**src/rtl/branch_trace_pkg.sv**
```systemverilog
`timescale 1ns/1ps
package branch_trace_pkg;
  // Strobes sent from control to the storage datapath
  typedef struct packed {
    logic capture;   // write pcIn at the write pointer this edge
  } traceStrobes_t;
endpackage

```
**src/rtl/branch_trace_ctrl.sv**
```systemverilog
`timescale 1ns/1ps
module branch_trace_ctrl
  import branch_trace_pkg::*;
#(
  parameter int WIDTH   = 32,
  parameter int DEPTH   = 32,
  parameter int PC_STEP = 4,
  localparam int IDX_W  = $clog2(DEPTH)
) (
  input  logic             clk,
  input  logic             rstN,
  input  logic             pcValid,
  input  logic [WIDTH-1:0] pcIn,
  input  logic             freeze,
  output traceStrobes_t    strb,
  output logic [IDX_W-1:0] wrPtr
);
  logic [WIDTH-1:0] prevPc;
  logic [WIDTH-1:0] seqPc;
  logic             isJump;

  assign seqPc        = prevPc + WIDTH'(PC_STEP);
  assign isJump       = (pcIn != seqPc);
  assign strb.capture = pcValid && !freeze && isJump;

  always_ff @(posedge clk or negedge rstN) begin
    if (!rstN) begin
      prevPc <= '0;
      wrPtr  <= '0;
    end else begin
      if (pcValid) prevPc <= pcIn;
      if (strb.capture) wrPtr <= wrPtr + 1'b1;
    end
  end

  assert_prev_tracks_R5: assert property (@(posedge clk) disable iff (!rstN)
    pcValid |=> prevPc == $past(pcIn));
  assert_idle_hold_R6: assert property (@(posedge clk) disable iff (!rstN)
    !pcValid |=> $stable(prevPc) && $stable(wrPtr));
  assert_freeze_hold_R7: assert property (@(posedge clk) disable iff (!rstN)
    freeze |=> $stable(wrPtr));
  assert_ptr_step_R4: assert property (@(posedge clk) disable iff (!rstN)
    strb.capture |=> wrPtr == IDX_W'($past(wrPtr) + 1'b1));
  assert_seq_skip_R3: assert property (@(posedge clk) disable iff (!rstN)
    (pcValid && pcIn == prevPc + WIDTH'(PC_STEP)) |=> $stable(wrPtr));
endmodule

```
**src/rtl/branch_trace_store.sv**
```systemverilog
`timescale 1ns/1ps
module branch_trace_store
  import branch_trace_pkg::*;
#(
  parameter int WIDTH  = 32,
  parameter int DEPTH  = 32,
  localparam int IDX_W = $clog2(DEPTH)
) (
  input  logic             clk,
  input  logic             rstN,
  input  traceStrobes_t    strb,
  input  logic [IDX_W-1:0] wrPtr,
  input  logic [WIDTH-1:0] wrData,
  input  logic [IDX_W-1:0] rdIdx,
  output logic [WIDTH-1:0] rdData
);
  logic [WIDTH-1:0] entries [DEPTH];
  logic [IDX_W-1:0] rdPtr;

  for (genvar e = 0; e < DEPTH; e++) begin : gSlot
    always_ff @(posedge clk or negedge rstN) begin
      if (!rstN) entries[e] <= '1;
      else if (strb.capture && wrPtr == IDX_W'(e)) entries[e] <= wrData;
    end
  end

  // Depth is a power of two, so the index wraps by truncation
  assign rdPtr  = wrPtr + rdIdx;
  assign rdData = entries[rdPtr];

  assert_write_lands_R2: assert property (@(posedge clk) disable iff (!rstN)
    strb.capture |=> entries[$past(wrPtr)] == $past(wrData));
  assert_no_write_R3: assert property (@(posedge clk) disable iff (!rstN)
    (!strb.capture && $stable(wrPtr)) |=> $stable(rdData) || !$stable(rdIdx));
endmodule

```
**src/rtl/branch_trace_buf.sv**
```systemverilog
`timescale 1ns/1ps
module branch_trace_buf
  import branch_trace_pkg::*;
#(
  parameter int WIDTH   = 32,
  parameter int DEPTH   = 32,
  parameter int PC_STEP = 4,
  localparam int IDX_W  = $clog2(DEPTH)
) (
  input  logic             clk,
  input  logic             rstN,
  input  logic             pcValid,
  input  logic [WIDTH-1:0] pcIn,
  input  logic             freeze,
  input  logic [IDX_W-1:0] rdIdx,
  output logic [WIDTH-1:0] rdData
);
  traceStrobes_t    strb;
  logic [IDX_W-1:0] wrPtr;

  branch_trace_ctrl #(.WIDTH(WIDTH), .DEPTH(DEPTH), .PC_STEP(PC_STEP)) uCtrl (
    .clk(clk), .rstN(rstN), .pcValid(pcValid), .pcIn(pcIn),
    .freeze(freeze), .strb(strb), .wrPtr(wrPtr)
  );

  branch_trace_store #(.WIDTH(WIDTH), .DEPTH(DEPTH)) uStore (
    .clk(clk), .rstN(rstN), .strb(strb), .wrPtr(wrPtr),
    .wrData(pcIn), .rdIdx(rdIdx), .rdData(rdData)
  );
endmodule

```
**config.mk**
```make
export PLATFORM = sky130hd
export DESIGN_NAME = branch_trace_buf
export DESIGN_NICKNAME = d
export VERILOG_FILES = /design/src/rtl/branch_trace_pkg.sv /design/src/rtl/branch_trace_ctrl.sv /design/src/rtl/branch_trace_store.sv /design/src/rtl/branch_trace_buf.sv
export SDC_FILE = /design/constraint.sdc
export NUM_CORES = 1
export LEC_CHECK = 0
export BUFFER_PORTS_ARGS = -buffer_cell sky130_fd_sc_hd__buf_2
export CAP_MARGIN = 40
export CORE_AREA = 8 8 402 247
export CTS_CLUSTER_SIZE = 10
export DETAILED_ROUTE_END_ITERATION = 8
export DIE_AREA = 0 0 410 255
export GPL_ROUTABILITY_DRIVEN = 0
export PLACE_DENSITY = 0.71
export SETUP_SLACK_MARGIN = 0.02
export SYNTH_ARGS = -nofsm -noshare
export SYNTH_HDL_FRONTEND = slang
export SYNTH_SLANG_ARGS = --single-unit
```
**constraint.sdc**
```tcl
create_clock -name clk -period 4.1 [get_ports clk]
set_clock_uncertainty 0.2 [all_clocks]
set_input_delay 0.615 -clock clk [delete_from_list [all_inputs] [get_ports clk]]
set_output_delay 0.615 -clock clk [all_outputs]
set_load 0.01 [all_outputs]
```
==> results <==
- The max-cap violation count is 0.
- The required time of the critical path is 3280 ps.
- Before CTS, the worst setup slack after placement is -287 ps.
- The endpoint of the worst register-to-register path is uStore.entries[54].
- The detailed router placed 31300 vias in this run.
- The net count after synthesis is 3495.
- The later pin in the worst-skew pair is clocked with a latency of 720 ps.
- The maximum clock path buffer count is 3.
- Leaving out fill and tap cells, the most frequent cells in the layout are 1024 x dfstp_2, 991 x mux2_2, 259 x nand2_1.
- The maximum VDD drop is 0.666 mV.
- After global routing the overflow that remains totals 0.
- The number of distinct library cells after synthesis is 57.
- The die covers 105000 µm².
- The share of synthesized flip-flops with an asynchronous set or reset is 1.00.
- Entering global routing, the biggest net connects 185 pins.
- The die boundary height is about 260 µm.
- The starting density of the core is 0.545.
- The CTS tree is yes.
- The library cell used as clock root buffer is clkbuf_16.
- The worst setup path is launched from a flip-flop.
- The highest cell delay on the worst timing path is 830 ps.
- The core region area is just over 90000 µm².
- The most common cell after layout, fill and taps aside is dfstp_2.
- The I/O pin count is 73.
- The placed wire-length estimate after detailed placement is a little over 90 mm.
- Of the cells placed in the final design, the portion with a size suffix greater than 1 is 0.807.
- For the worst setup path, the data arrival time is 3640 ps.
- After technology mapping, the gate count stands at 3442.
- Of the synthesized area, sequential elements account for 0.549.
- The net count of the finished layout is 3639.
- The share of the clock period used by the worst path after layout is 1.09.
- Buffers inserted during clock tree synthesis total 116.
- Summing internal, switching and leakage power gives 52.8 mW.
- The slowest stage of the critical path belongs to the cell fa_4.
- The class of the tightest hold or removal check is in2reg.
- The final hold violation count is 0.
- The netlist area before placement is 50700 µm².
- The number of max-slew violations in the final report is 0.
- The H-tree level count is 3.
- The count of flip-flops with a built-in enable after synthesis is 0.
- The worst register-to-register path begins at uCtrl.prevPc[2].
- The checks that failed: negative setup slack.
- The predominant post-synthesis flop cell is dfstp_2.
- The Yosys step of the flow raised 0 warnings.
- Setup repair after global routing could not meet its margin everywhere.
- The wire length of the first global-routing pass is 223 mm.
- The number of clock sinks seen by CTS is 1061.
- In this run the remaining antenna-violating nets after routing total 0.
- The time the final worst path needs with I/O delays and setup is roughly 4500 ps.
- Following the worst setup path forward leads to its endpoint at rdData[1].
- Walking the worst path, the cells encountered are ha_4, fa_4, buf_12, buf_16, buf_12, buf_8, mux4_2, nand2_2, nand3_2, nand3_2, o21ai_4, buf_6.
- The area growth from synthesis to final layout is 16.9%.
- The power density of the placed cells is 891 nW/µm².
- For this run, design rule violations remaining after detail routing come to 0.
- The wire length per cell is 30.3 µm.
- Clock-pin slew was measured on the worst setup and hold paths at approximately 60 ps.
- STA classifies the critical path endpoint as an output pin.
- The die span in x is 410 µm.
- The highest fanout seen on the critical path is 7.
- Setup violations remaining at the end of the flow were counted as 32.
- The number of I/O port buffers is 72.
- Tracing the worst setup path back leads to its startpoint at uCtrl.wrPtr[0].
- The global routing usage summed across all routing layers is 0.283.
- The final routed wirelength across all metal layers is 147 mm.
- For this design the static power due to leakage is 23.3 nW.
- The utilization after layout is 0.637.
- The fmax is 225 MHz.
- After floorplanning, the core was divided into 87 placement rows.
- The first TritonRoute pass finished after 5 iterations.
- The number of antenna violations at the first check in global routing is 9.
- The number of global-route vias before repair is between 30000 and 40000.
- The setup slack of the critical path after layout is -350 ps.
- In this run, the number of DRC markers left after iteration 0 of detailed routing was 3109.
- The number of storage elements in the synthesis netlist is between 1000 and 1500.
- The average cell area after synthesis is 14.7 µm².
- The average via count per standard cell is 6.44.
- At the pin with the least slew margin, the transition time is roughly 1000 ps.
- Measured against its own limit, the worst slew margin works out to 0.332.
- The length in cells of the worst reg-to-reg path is 12.
- The critical path in this run is classified as reg2out.
- The run finished, with violations left.
- The flop-to-flop setup slack is ~110 ps.
worst min path at each step:
| stage | slack [ps] | startpoint | depth (start not counted) | to |
|---|---|---|---|---|
| 6_report | 70 | pcIn[24] | 2 | uCtrl.prevPc[24] |
| 2_1_floorplan | 120 | rstN | 0 | uCtrl.prevPc[0] |
| 4_1_cts | 10 | pcIn[24] | 2 | uCtrl.prevPc[24] |
| 5_1_grt | 30 | pcIn[24] | 2 | uCtrl.prevPc[24] |
| 3_3_place_gp | 310 | uCtrl.prevPc[31] | 1 | uCtrl.prevPc[31] |
| 3_5_place_dp | 320 | uCtrl.prevPc[31] | 1 | uCtrl.prevPc[31] |
power breakdown:
group          switching (mW)  internal (mW)  total [mW]  leakage (nW)
logic                    12.0           12.0        23.9          10.7
registers                2.27           17.5        19.8          11.1
clock network            4.08           5.07        9.14          1.52
total                    18.3           34.5        52.8          23.3
synthesized netlist by cell type, types with 25 or more instances:
cell / n / share of area
nand2_1: 311 / 0.023
mux2_2: 991 / 0.22
buf_2: 88 / 0.0087
buf_1: 39 / 0.0029
mux4_2: 256 / 0.11
dfstp_2: 1024 / 0.53
a211oi_1: 33 / 0.0049
xnor2_1: 25 / 0.0043
clkbuf_1: 194 / 0.014
nand3_1: 176 / 0.017
o21ai_0: 37 / 0.0037
mux2_1: 65 / 0.014
dfrtp_1: 37 / 0.018
flip-flops by register name, indices dropped and copies added, names as in the netlist:
| register | cells |
|---|---|
| uCtrl.prevPc | 32 |
| uStore.entries | 1024 |
| uCtrl.wrPtr | 5 |
per-stage QoR:
stage	hold WS (ps)	TNS (ps)	area, µm²	cells
2_1_floorplan	119	0	50700	3442
3_3_place_gp	311	-1380	54700	4674
3_5_place_dp	319	-1290	54700	4676
4_1_cts	12.7	-13730	59000	4844
5_1_grt	27.2	-11200	59300	4854
6_report	65.1	-8980	59300	4854
layer usage:
metal / part of all wire / up-vias / wire length, µm / global-route usage
met3: 0.078 / 321 / 11500 / 0.0717
met2: 0.45 / 1209 / 66900 / 0.429
met4: 0.034 / 4 / 5000 / 0.102
li1: - / 12800 / - / -
met5: 0.00013 / - / 19 / 0
met1: 0.43 / 17000 / 63900 / 0.398
cell families (layout without fill, tap and decap cells):
logic type,Yosys count,count (layout),synth area share
AOI/OAI and AO/OA,113,113,0.0145
and+or+nand+nor,567,567,0.0506
adders and majority gates,12,12,0.00311
buffers and inverters,330,494,0.0266
DFF,1061,1061,0.549
xor gates and xnor gates,45,45,0.00777
other,0,2,0
muxes,1314,1314,0.349
timing repair:
action / in CTS / in global routing
hold buffers: 2 / 0
setup buffers: 25 / 11
hold endpoints to repair: 41 / 0
cloned: 12 / 3
gates resized for setup: 168 / 75
pin swaps: 51 / 49
setup endpoints to repair: 60 / 1014
layout make-up:
cell class	count	area (µm²)
antenna	2	5.00
clock buffer	130	2990
clock inverter	8	110
fill	6490	33800
inverter	8	30.0
multi-input combinational	2051	22600
sequential	1061	27800
tap	1246	1560
timing repair buffer	348	4200
critical path: cells and delay by family (launching register included):
kind	cells	cell delay, ps
AO/OA/AOI/OAI	1	90
adder cells (fa/ha/maj)	2	1010
buffers and inverters	5	710
flip-flops	1	460
multiplexers	1	310
AND/OR/NAND/NOR	3	300
(Power assumes the default switching activity.)
